$ cat config.mk
export PLATFORM = sky130hd
export DESIGN_NAME = wr_stream_mode
export DESIGN_NICKNAME = d
export VERILOG_FILES = /design/src/rtl/wsm_pkg.sv /design/src/rtl/wsm_mode_fsm.sv /design/src/rtl/wsm_delay_tab.sv /design/src/rtl/wr_stream_mode.sv
export SDC_FILE = /design/constraint.sdc
export NUM_CORES = 1
export LEC_CHECK = 0
export BUFFER_PORTS_ARGS = -buffer_cell sky130_fd_sc_hd__buf_2
export CORE_MARGIN = 8
export CORE_UTILIZATION = 67
export CTS_CLUSTER_DIAMETER = 120
export DETAILED_ROUTE_END_ITERATION = 16
export HOLD_SLACK_MARGIN = 0.15
export MAX_ROUTING_LAYER = met4
export PLACE_DENSITY = 0.87
export SYNTH_ARGS = -nofsm -noshare
export SYNTH_HDL_FRONTEND = slang
export SYNTH_HIERARCHICAL = 1
export SYNTH_SLANG_ARGS = --single-unit
$ cat constraint.sdc
create_clock -name clk -period 9.98 [get_ports clk]
set_input_delay 2.495 -clock clk [delete_from_list [all_inputs] [get_ports clk]]
set_output_delay 2.495 -clock clk [all_outputs]
set_load 0.05 [all_outputs]
$ cat src/rtl/wsm_pkg.sv
package wsm_pkg;
    typedef enum logic [1:0] {
        WM_ALLOC   = 2'd0,
        WM_COAL    = 2'd1,
        WM_NOALLOC = 2'd2
    } wmode_e;
endpackage

$ cat src/rtl/wsm_mode_fsm.sv
module wsm_mode_fsm
    import wsm_pkg::*;
#(
    parameter int ADDR_W      = 32,
    parameter int SZ_W        = 7,
    parameter int CNT_W       = 16,
    parameter int COAL_LIM    = 256,
    parameter int NOALLOC_LIM = 1024
) (
    input  logic              clk,
    input  logic              rst_n,
    input  logic              obs_ok,
    input  logic [ADDR_W-1:0] obs_addr,
    input  logic [SZ_W-1:0]   obs_size,
    input  logic              q_reset,
    output wmode_e            mode_o,
    output logic              contig_o
);
    wmode_e              mode_q, mode_d;
    logic [CNT_W-1:0]    cnt_q, cnt_d, sum;
    logic [ADDR_W-1:0]   nxt_q, nxt_d;

    assign contig_o = (obs_addr == nxt_q);
    assign sum      = cnt_q + CNT_W'(obs_size);

    // state register
    always_ff @(posedge clk) begin
        if (!rst_n) begin
            mode_q <= WM_ALLOC;
            cnt_q  <= '0;
            nxt_q  <= '0;
        end else begin
            mode_q <= mode_d;
            cnt_q  <= cnt_d;
            nxt_q  <= nxt_d;
        end
    end

    // next state and count
    always_comb begin
        mode_d = mode_q;
        cnt_d  = cnt_q;
        nxt_d  = nxt_q;
        if (obs_ok) begin
            nxt_d = obs_addr + ADDR_W'(obs_size);
            if (contig_o) begin
                unique case (mode_q)
                    WM_ALLOC: begin
                        cnt_d = sum;
                        if (sum > CNT_W'(COAL_LIM)) mode_d = WM_COAL;
                    end
                    WM_COAL: begin
                        cnt_d = sum;
                        if (sum > CNT_W'(NOALLOC_LIM)) mode_d = WM_NOALLOC;
                    end
                    WM_NOALLOC: ;
                    default: mode_d = WM_ALLOC;
                endcase
            end else begin
                cnt_d  = CNT_W'(obs_size);
                mode_d = WM_ALLOC;
            end
        end else if (q_reset) begin
            mode_d = WM_ALLOC;
            cnt_d  = '0;
            nxt_d  = '0;
        end
    end

    // outputs
    always_comb begin
        mode_o = mode_q;
    end
endmodule

$ cat src/rtl/wsm_delay_tab.sv
module wsm_delay_tab #(
    parameter int ADDR_W    = 32,
    parameter int ENTRIES   = 8,
    parameter int DELAY_THR = 4,
    parameter int DLY_W     = 3
) (
    input  logic              clk,
    input  logic              rst_n,
    input  logic              o_ld,
    input  logic              o_clr,
    input  logic [ADDR_W-1:0] o_blk,
    input  logic              q_dec,
    input  logic              q_clr,
    input  logic [ADDR_W-1:0] q_blk,
    output logic [DLY_W-1:0]  q_cnt_o
);
    localparam int IDX_W = (ENTRIES > 1) ? $clog2(ENTRIES) : 1;

    logic [ADDR_W-1:0] tag_q [ENTRIES];
    logic [DLY_W-1:0]  cnt_q [ENTRIES];
    logic [ENTRIES-1:0] vld_q, o_hit, q_hit;
    logic [IDX_W-1:0]  ptr_q;
    logic              alloc;

    always_comb begin
        q_cnt_o = '0;
        for (int i = 0; i < ENTRIES; i++) begin
            o_hit[i] = vld_q[i] && (tag_q[i] == o_blk);
            q_hit[i] = vld_q[i] && (tag_q[i] == q_blk);
            if (q_hit[i]) q_cnt_o = q_cnt_o | cnt_q[i];
        end
    end

    assign alloc = o_ld && (o_hit == '0);

    always_ff @(posedge clk) begin
        if (!rst_n) begin
            ptr_q <= '0;
        end else if (alloc) begin
            ptr_q <= (ptr_q == IDX_W'(ENTRIES - 1)) ? '0 : ptr_q + 1'b1;
        end
    end

    for (genvar g = 0; g < ENTRIES; g++) begin : g_ent
        always_ff @(posedge clk) begin
            if (!rst_n) begin
                vld_q[g] <= 1'b0;
                tag_q[g] <= '0;
                cnt_q[g] <= '0;
            end else if (o_ld && o_hit[g]) begin
                cnt_q[g] <= DLY_W'(DELAY_THR);
            end else if (alloc && (ptr_q == IDX_W'(g))) begin
                vld_q[g] <= 1'b1;
                tag_q[g] <= o_blk;
                cnt_q[g] <= DLY_W'(DELAY_THR);
            end else if (o_clr && o_hit[g]) begin
                cnt_q[g] <= '0;
            end else if (q_clr && q_hit[g]) begin
                cnt_q[g] <= '0;
            end else if (q_dec && q_hit[g] && (cnt_q[g] != '0)) begin
                cnt_q[g] <= cnt_q[g] - 1'b1;
            end
        end
    end
endmodule

$ cat src/rtl/wr_stream_mode.sv
module wr_stream_mode
    import wsm_pkg::*;
#(
    parameter int ADDR_W      = 32,
    parameter int LINE_BYTES  = 64,
    parameter int COAL_LIM    = 256,
    parameter int NOALLOC_LIM = 1024,
    parameter int DELAY_THR   = 4,
    parameter int ENTRIES     = 8,
    parameter int CNT_W       = 16,
    parameter int SZ_W        = $clog2(LINE_BYTES) + 1,
    parameter int LG_W        = $clog2($clog2(LINE_BYTES) + 1),
    parameter int HOLD_W      = $clog2(LINE_BYTES) + 1
) (
    input  logic              clk,
    input  logic              rst_n,
    input  logic              obs_vld,
    input  logic [ADDR_W-1:0] obs_addr,
    input  logic [SZ_W-1:0]   obs_size,
    input  logic [ADDR_W-1:0] obs_blk,
    input  logic              obs_uncache,
    input  logic              pf_is_wr,
    output logic              pf_ok,
    input  logic              fill_whole,
    input  logic              fill_aof,
    output logic              fill_alloc,
    input  logic              q_vld,
    input  logic [ADDR_W-1:0] q_blk,
    input  logic              q_whole,
    input  logic [LG_W-1:0]   q_size_lg,
    output logic              q_hold,
    output logic [HOLD_W-1:0] q_cycles,
    output logic [1:0]        mode_o,
    output logic              coalesce_o
);
    localparam int DLY_W = (DELAY_THR > 0) ? $clog2(DELAY_THR + 1) : 1;

    wmode_e           mode;
    logic             contig, obs_ok, q_act, q_reset;
    logic [DLY_W-1:0] q_cnt;

    assign obs_ok = obs_vld && !obs_uncache;

    wsm_mode_fsm #(
        .ADDR_W(ADDR_W), .SZ_W(SZ_W), .CNT_W(CNT_W),
        .COAL_LIM(COAL_LIM), .NOALLOC_LIM(NOALLOC_LIM)
    ) u_fsm (
        .clk(clk), .rst_n(rst_n), .obs_ok(obs_ok), .obs_addr(obs_addr),
        .obs_size(obs_size), .q_reset(q_reset), .mode_o(mode), .contig_o(contig)
    );

    wsm_delay_tab #(
        .ADDR_W(ADDR_W), .ENTRIES(ENTRIES), .DELAY_THR(DELAY_THR), .DLY_W(DLY_W)
    ) u_tab (
        .clk(clk), .rst_n(rst_n),
        .o_ld(obs_ok && contig), .o_clr(obs_ok && !contig), .o_blk(obs_blk),
        .q_dec(q_hold), .q_clr(q_vld && coalesce_o && q_whole), .q_blk(q_blk),
        .q_cnt_o(q_cnt)
    );

    always_comb begin
        coalesce_o = (mode != WM_ALLOC);
        mode_o     = mode;
        pf_ok      = !(coalesce_o && pf_is_wr);
        fill_alloc = fill_whole ? (mode != WM_NOALLOC) : fill_aof;
        q_act      = q_vld && coalesce_o && !q_whole;
        q_hold     = q_act && (q_cnt != '0);
        q_reset    = q_act && (q_cnt == '0);
        q_cycles   = q_hold ? (HOLD_W'(LINE_BYTES) >> q_size_lg) : '0;
    end
endmodule

# After elaboration in Yosys (flattened, before gate mapping)
# Memories as Yosys holds them, arrays and structs flattened.
# Index checks and enable logic that the tools add are counted.
[totals] reg_bits=61 ram_bits=280 inputBits=115 output_inout_bits=13 n_memories=2
[mem_list] memory="u_tab.tag_q" words=8 word_bits=32 read_ports=8 rd_clocked_by_memory_dff=0 wr=8 line_no="wsm_delay_tab.sv:19" source="logic [ADDR_W-1:0] tag_q [ENTRIES];"
[mem_list] memory="u_tab.cnt_q" words=8 word_bits=3 read_ports=8 rd_clocked_by_memory_dff=0 wr=8 line_no="wsm_delay_tab.sv:20" source="logic [DLY_W-1:0] cnt_q [ENTRIES];"
[op_classes] add_sub_neg=11 n_lt_le_gt_ge=2 n_eq_ne=31 n_shift=1 mux=272 bitwise_logic=63 reduce_logical=104
[ops] op="equality test 32 bit" count=17
[ops] op="2-to-1 mux 32 bit" count=10
[ops] op="2-to-1 mux 1 bit" count=202
[ops] op="2-to-1 mux 3 bit" count=49
[ops] op="logical AND 1 bit" count=74
[ops] op="2-to-1 mux 16 bit" count=4
[ops] op="bitwise OR 1 bit" count=48
[ops] op="adder 32 x 7 -> 32 bit" count=1
[ops] op="nonzero test 3 bit" count=9
[ops] op="subtractor 3 x 1 -> 3 bit (second input constant)" count=8
[ops] op="bitwise OR 3 bit" count=7
[ops] op="AND reduction 2 bit" count=9
[ops] op="adder 16 x 7 -> 16 bit" count=1
[ops] op="greater-than comparator 16 x 11 -> 1 bit (second input constant)" count=1
[ops] op="greater-than comparator 16 x 9 -> 1 bit (second input constant)" count=1
[ops] op="equality test 3 bit (second input constant)" count=4
[ops] op="2-to-1 mux 2 bit" count=5
[ops] op="logical NOT 8 bit" count=1
[ops] op="inequality test 4 x 3 -> 1 bit (second input constant)" count=2
[ops] op="NOT 1 bit" count=8
[ops] op="2-to-1 mux 7 bit" count=1
[ops] op=">> shifter 7 x 3 -> 7 bit (first input constant)" count=1
[ops] op="equality test 3 x 2 -> 1 bit (second input constant)" count=2
[ops] op="logical NOT 3 bit" count=2
[ops] op="12 further kinds" count=17

# Longest topological paths before layout
# Gate-level depths: netlist of run 1.
[logic_depth] word_depth=29 depth_mapped=17 depth_no_buf=16

# By module
# The synthesis of run 1 kept the hierarchy.
[modules_own_cells] mod="wsm_delay_tab" n_inst=1 cells_per_inst=1707 area_each_um2=18188.7 seq_area_each_um2=8628.3
[modules_own_cells] mod="wsm_mode_fsm" n_inst=1 cells_per_inst=443 area_each_um2=3677.3 seq_area_each_um2=1001.0
[modules_own_cells] mod="wr_stream_mode" n_inst=1 cells_per_inst=28 area_each_um2=178.9 seq_area_each_um2=0.0

# Worst setup path after synthesis of run 1
# Ideal clock, no wire load.
[synth_timing] kind="input -> output" from="in q_blk[7]" to="out q_cycles[0]" arrival_time_ps=6039 required_time_ps=7485 path_slack_ps=1446 cell_stages=11 cell_sequence="clkbuf_1 > xnor2_1 > nand4_1 > nor4_1 > nand4_1 > nor4_1 > a22o_1 > a221oi_1 > nand3_1 > nor3_2 > nor4_1"
[synth_via] elab_chain_cells=20
[synth_lines] item="start, declared" line_no="wr_stream_mode.sv:28" source="input logic [ADDR_W-1:0] q_blk,"
[synth_lines] item="equality test 32 bit" line_no="wsm_delay_tab.sv:29" source="q_hit[i] = vld_q[i] && (tag_q[i] == q_blk);"
[synth_lines] item="logical AND 1 bit" line_no="wsm_delay_tab.sv:29"
[synth_lines] item="2-to-1 mux 3 bit" line_no="wsm_delay_tab.sv:30" source="if (q_hit[i]) q_cnt_o = q_cnt_o | cnt_q[i];"
[synth_lines] item="bitwise OR 3 bit" line_no="wsm_delay_tab.sv:30"
[synth_lines] item="2-to-1 mux 3 bit" line_no="wsm_delay_tab.sv:30"
[synth_lines] item="bitwise OR 3 bit" line_no="wsm_delay_tab.sv:30"
[synth_lines] item="2-to-1 mux 3 bit" line_no="wsm_delay_tab.sv:30"
[synth_lines] item="bitwise OR 3 bit" line_no="wsm_delay_tab.sv:30"
[synth_lines] item="[5 not listed]"
[synth_lines] item="bitwise OR 3 bit" line_no="wsm_delay_tab.sv:30"
[synth_lines] item="2-to-1 mux 3 bit" line_no="wsm_delay_tab.sv:30"
[synth_lines] item="bitwise OR 3 bit" line_no="wsm_delay_tab.sv:30"
[synth_lines] item="2-to-1 mux 3 bit (*)" line_no="wsm_delay_tab.sv:30"
[synth_lines] item="named net q_cnt[0]" line_no="wr_stream_mode.sv:40" source="logic [DLY_W-1:0] q_cnt;"
[synth_lines] item="nonzero test 3 bit (*)" line_no="wr_stream_mode.sv:67" source="q_hold = q_act && (q_cnt != '0);"
[synth_lines] item="logical AND 1 bit (*)" line_no="wr_stream_mode.sv:67"
[synth_lines] item="2-to-1 mux 7 bit (*)" line_no="wr_stream_mode.sv:69" source="q_cycles = q_hold ? (HOLD_W'(LINE_BYTES) >> q_size_lg) : '0;"
[synth_lines] item="end, declared" line_no="wr_stream_mode.sv:32" source="output logic [HOLD_W-1:0] q_cycles,"
# Mark *: on every way through the listed nets, which the timed path passes. The rest lies on a longest branch.

# Final worst setup path of run 1
[layout_timing] from="in q_blk[20]" to="out q_hold"
[layout_via] elab_chain_cells=19
[layout_lines] item="equality test 32 bit" line_no="wsm_delay_tab.sv:29"
[layout_lines] item="logical AND 1 bit" line_no="wsm_delay_tab.sv:29"
[layout_lines] item="2-to-1 mux 3 bit" line_no="wsm_delay_tab.sv:30"
[layout_lines] item="bitwise OR 3 bit" line_no="wsm_delay_tab.sv:30"
[layout_lines] item="2-to-1 mux 3 bit" line_no="wsm_delay_tab.sv:30"
[layout_lines] item="bitwise OR 3 bit" line_no="wsm_delay_tab.sv:30"
[layout_lines] item="2-to-1 mux 3 bit" line_no="wsm_delay_tab.sv:30"
[layout_lines] item="bitwise OR 3 bit" line_no="wsm_delay_tab.sv:30"
[layout_lines] item="[4 not listed]"
[layout_lines] item="2-to-1 mux 3 bit" line_no="wsm_delay_tab.sv:30"
[layout_lines] item="bitwise OR 3 bit" line_no="wsm_delay_tab.sv:30"
[layout_lines] item="2-to-1 mux 3 bit" line_no="wsm_delay_tab.sv:30"
[layout_lines] item="bitwise OR 3 bit" line_no="wsm_delay_tab.sv:30"
[layout_lines] item="2-to-1 mux 3 bit (*)" line_no="wsm_delay_tab.sv:30"
[layout_lines] item="named net q_cnt[1]" line_no="wr_stream_mode.sv:40"
[layout_lines] item="nonzero test 3 bit (*)" line_no="wr_stream_mode.sv:67"
[layout_lines] item="logical AND 1 bit (*)" line_no="wr_stream_mode.sv:67"
[layout_lines] item="end, declared" line_no="wr_stream_mode.sv:31" source="output logic q_hold,"
# Marked as above.

==> results of run 1 <==
==> routing by layer <==
layer / share of wire (%) / vias up / wire length, microns / track usage [%]
met4: 6.2 / 0 / 4740 / 19.9
met5: 0 / - / 0 / -
li1: - / 7751 / - / -
met3: 14 / 299 / 10500 / 9.42
met1: 37 / 8737 / 28400 / 51.3
met2: 43 / 1470 / 33200 / 57.9
==> cells in the mapped netlist (6+ instances only) <==
cell type  instances
nand4_1          101
ha_1              36
inv_1             38
o21ai_0           40
a22oi_1           11
and3_1            75
dfxtp_1           61
xor2_1           286
a21o_1             8
nand2b_1           8
a21oi_1           38
nand2_1          109
nand3_1           55
nor3_1            38
buf_6             12
a22o_1             6
nor3b_1           12
nor2_1           137
and2_1           103
clkbuf_1          80
o211ai_1           6
nand3b_1           8
nand4b_1          14
nor4_1           110
buf_2             63
or4_1              8
edfxtp_1         280
nor2b_1           36
xnor2_1          285
==> power by group <==
| group | switching (uW) | total [uW] | leakage [uW] | internal, uW |
|---|---|---|---|---|
| combinational | 330 | 514 | 0.00477 | 184 |
| sequential | 80.1 | 1680 | 0.00318 | 1600 |
| clock | 610 | 1470 | 0.000626 | 857 |
==> through the flow <==
stage / power [uW] / hold slack [ns] / cells / utilization (%) / setup WS (ns)
6_report: 3670 / 0.472 / 2679 / 73.8 / 1.35
3_3_place_gp: 2190 / 0.453 / 2608 / 69.9 / 1.64
4_1_cts: 3640 / 0.471 / 2679 / 73.8 / 1.47
5_1_grt: 3740 / 0.489 / 2679 / 73.8 / 1.24
3_5_place_dp: 2200 / 0.462 / 2608 / 69.9 / 1.49
2_1_floorplan: 2020 / 0.445 / 2178 / - / 1.45
==> cell type report <==
class	count	area [sq um]
multi-input combinational	1635	11500
clock buffer	46	1040
timing repair buffer	149	803
tap	442	553
sequential	341	9630
fill	2364	8490
clock inverter	25	244
inverter	41	154
==> state kept, by name, summed over array words and instances (netlist names) <==
register      flops
u_tab/tag_q     256
u_fsm/nxt_q      32
u_tab/cnt_q      24
u_fsm/cnt_q      16
u_tab/vld_q       8
u_tab/ptr_q       3
u_fsm/mode_o      2
==> final timing paths <==
path / startpoint / to / slack, ns / cells after the start
max reg2reg: u_fsm/nxt_q[8] / u_tab/cnt_q[0][5] / 4.46 / 11
min reg2reg: u_fsm/cnt_q[4] / u_fsm/cnt_q[4] / 0.47 / 2
min: u_fsm/cnt_q[4] / u_fsm/cnt_q[4] / 0.47 / 2
max: q_blk[20] / q_hold / 1.35 / 11
==> cell families (layout without fill, tap and decap cells) <==
logic type | Yosys count | in the layout | synth area share (%)
AO/OA/AOI/OAI | 166 | 166 | 5.05
XOR/XNOR | 571 | 571 | 22.7
adder cells (fa/ha/maj) | 38 | 38 | 2.22
buffers and inverters | 202 | 261 | 4.26
flip-flops | 341 | 341 | 43.7
multiplexers | 5 | 5 | 0.227
AND/OR/NAND/NOR | 855 | 855 | 21.9
==> worst register-to-register path: cells and delay by family, from the launching register on <==
| family | cells | cell delay [ns] |
|---|---|---|
| AOI/OAI and AO/OA | 1 | 1.01 |
| xor gates and xnor gates | 1 | 0.17 |
| buffers and inverters | 2 | 0.50 |
| DFF | 1 | 0.32 |
| and+or+nand+nor | 7 | 3.21 |
==> metrics, run 1 <==
Seq/Total Area, Yosys=43.7%; Worst Path Required=7.49 ns; Detailed Place HPWL=53400 microns; clock slew seen by the registers of the worst setup and hold paths=0.06 ns; # nets final=2360; I/O pin total=128; CTS Buf Count=39; Final ANT Viol Nets=0; global-route usage over all layers=39.7%; global-route wire length before repair=111000 microns; detailed-route wire length=76800 microns; Vias/cell=6.81; 1st-pass router iterations=8; RSZ-0062 raised after global routing=false; Synthesis Warnings=6; Startpoint Class=input port; worst-path cell chain=buf_2 -> xnor2_1 -> nand4_1 -> nor4_1 -> nand4_1 -> nor4_1 -> a22oi_1 -> nand3_1 -> nor3_2 -> nor3_1 -> buf_2; # port buffers=127; final clock skew=0.0151 ns; worst skew pair latency=0.55 ns; Yosys reg bits=341; post-synth top area share=38.1%; Power Dens Cells=153 nW/um^2; CTS Buffer Depth=3; Post-synth top flop=edfxtp_1; Max Clk Rate=116 MHz; crit path time final=8.63 ns; width of the die=197 microns; P&R area growth vs syn=8.71%; area leader, netlist=edfxtp_1; largest net degree at the start of global routing=71; FFs w/ async S/R, synth=0%; grt ovf=0; Slew @ Worst Pin=1.21 ns; most common cell after layout, fill and taps aside=xor2_1; Crit-path slowest cell=nor4_1; Core ar.=32500 sq um; maximum vdd ir drop=133 uV; Initial Utilization=67.9%; Post-synth EDFFs=280; syn avg cell area=10.1 sq um; DR DRC count=0; Setup CP Type=in2out; fin area=24000 sq um; delay-heaviest family, CP=simple AND/OR/NAND/NOR gates; H-Tree Depth=2; Setup TNS Final=0 ns; CP Data Arrival Time=6.13 ns; CTS Hold Bufs=0; Synth Instances=2178; final count of hold timing violations=0; gpl congestion=1.09; post-CTS setup buffer count=0; Placed Area=22700 sq um; root buf cell=clkbuf_16; share of cells above drive strength 1=11.1%; Max Slew Vio Count=0; clk sinks=341; Antenna Cells=0; HP Class=reg2reg; row count=66; DR WL/cell=28.7 microns; CTS tree=built; Synth Cell Area=22000 sq um; worst-path fanout max=9; Die H=197 microns; Die ar.=39000 sq um; total nets after synthesis=2331; CP max stage delay=1.04 ns; DRT iter0 DRCs=2559; Synth area leaders=edfxtp_1 (38%), xor2_1 (11%), xnor2_1 (11%), dfxtp_1 (5.5%), nor4_1 (3.1%); Distinct cells, synth=83; CP bufs+invs=2; highest-count cells in the layout ignoring fill and taps=xor2_1 (286), xnor2_1 (285), edfxtp_1 (280), nor2_1 (137), buf_2 (126); status=completed; vias in the first global route=17.2k; final period utilization=86.4%; max-cap viol count=0; endpoint type of the worst setup path=output pin; Resized Gates After CTS=0; Pleak=0.00857 uW; relative slew slack=18.5%; DR vias=18.3k; final setup fails=0; initial antenna violation count=1
Note: power is estimated with default switching activity, not from simulation.
==> run 2: changes to the inputs <==
==> constraint.sdc (replaced) <==
create_clock -name clk -period 9.98 [get_ports clk]
set_input_delay 2.495 -clock clk [delete_from_list [all_inputs] [get_ports clk]]
set_output_delay 2.495 -clock clk [all_outputs]
set_load 0.02 [all_outputs]
==> run 2 against run 1 <==
Combinational power hardly changed; register-to-register slack better by 0.46 ns; hold slack hardly changed; largest power group unchanged; critical endpoint unchanged; routed wire length is 0.75% higher.
==> metrics, run 2 (synthesized netlist as in run 1, its figures left out) <==
initial antenna violation count=2; HP Class=reg2reg; H-Tree Depth=2; gpl congestion=1.04; Clk pwr share=40.1%; biggest regs=u_tab/tag_q (256), u_fsm/nxt_q (32), u_tab/cnt_q (24); DR vias=18.2k; Max Slew Vio Count=0; Slew @ Worst Pin=1.21 ns; Initial Utilization=67.9%; Power Dens Cells=153 nW/um^2; Setup CP Type=in2out; highest-count cells in the layout ignoring fill and taps=xor2_1 (286), xnor2_1 (285), edfxtp_1 (280), nor2_1 (137), buf_2 (126); grt ovf=0; Startpoint Class=input port; Psw=1020 uW; CTS Hold Bufs=0; final setup fails=0; P&R area growth vs syn=8.72%; worst-path fanout max=9; DR WL/cell=28.9 microns; worst skew pair latency=0.56 ns; Core ar.=32500 sq um; Max Clk Rate=119 MHz; # port buffers=127; clock slew seen by the registers of the worst setup and hold paths=0.06 ns; DR DRC count=0; Hold WS=0.472 ns; largest net degree at the start of global routing=59; Detailed Place HPWL=53900 microns; CTS tree=built; most common cell after layout, fill and taps aside=xor2_1; RSZ-0062 raised after global routing=false; endpoint type of the worst setup path=output pin; max-cap viol count=0; # nets final=2361; global-route wire length before repair=111000 microns; detailed-route wire length=77400 microns; status=completed; global-route usage over all layers=39.7%; Resized Gates After CTS=0; final period utilization=84.5%; CTS Buffer Depth=3; Largest register FFs=256; width of the die=197 microns; Pleak=0.00857 uW; row count=66; CTS Buf Count=40; maximum vdd ir drop=153 uV; I/O pin total=128; Flop pwr share=45.9%; internal cell power=2650 uW; Final ANT Viol Nets=0; Worst Path Required=7.49 ns; Die H=197 microns; Tot Pwr=3670 uW; post-CTS setup buffer count=0; final count of hold timing violations=0; Die ar.=39000 sq um; 1st-pass router iterations=5; CP Data Arrival Time=5.94 ns; Vias/cell=6.80; root buf cell=clkbuf_16; crit path time final=8.44 ns; DRT iter0 DRCs=2603; Setup TNS Final=0 ns; relative slew slack=19.1%; clk sinks=341; vias in the first global route=17.1k; sw frac=27.9%; share of cells above drive strength 1=11.0%; final clock skew=0.0275 ns; combinational share of power=14.0%; largest reg by FF count=u_tab/tag_q
[run 2: cell count changes in the layout (fill, tap and decap cells not counted), sizes merged]
cell,previous run,this run
clkbuf,46,47
diode,0,1
clkinv,18,19
inv,41,42
[run 2: power groups by stage]
stage	clock network, uW	registers [uW]	logic, uW
final	1470	1680	514
after floorplan	0	1680	341
after global placement	0	1710	485
after detailed placement	0	1710	491
after global routing	1520	1680	537
after CTS	1470	1680	495
[run 2: worst paths after layout]
check	endpoint	from	depth (start not counted)	slack [ns]
max	q_hold	q_blk[11]	12	1.54
max reg2reg	u_tab/cnt_q[0][4]	u_fsm/nxt_q[15]	10	4.92
min reg2reg	u_fsm/nxt_q[31]	u_fsm/nxt_q[31]	2	0.47
min	u_fsm/nxt_q[31]	u_fsm/nxt_q[31]	2	0.47
[run 2: cell type report]
class	count	area, sq um
antenna	1	2.50
clock buffer	47	1050
clock inverter	27	246
fill	2321	8490
inverter	41	154
multi-input combinational	1635	11500
sequential	341	9630
tap	442	553
timing repair buffer	149	803
[run 2: critical path, cell delays in order]
cell and delay [ns]:
buf_2 0.34, xnor2_1 0.17, nand4_1 0.11, nor4_1 0.42, nand4_1 0.18, nor4_1 0.94, a22o_1 0.24, a221oi_1 0.05
nand3_1 0.09, nor3_2 0.10, nor3_1 0.49, buf_2 0.29
[run 2: through the flow]
| stage | util, % | instances | setup slack, ns | cell area, sq um |
|---|---|---|---|---|
| after global placement | 69.9 | 2608 | 1.86 | 22700 |
| after global routing | 73.9 | 2683 | 1.46 | 24000 |
| final | 73.9 | 2683 | 1.54 | 24000 |
| after detailed placement | 69.9 | 2608 | 1.70 | 22700 |
| after CTS | 73.8 | 2682 | 1.68 | 24000 |
| after floorplan | - | 2178 | 2.27 | 22000 |
[run 2: per-layer routing]
metal,global-route usage (%),vias to the layer above,wire [microns]
li1,-,7767,-
met1,51.8,8696,29000
met2,57.2,1498,33200
met3,9.35,276,10300
met4,20.6,0,4830
met5,-,-,0
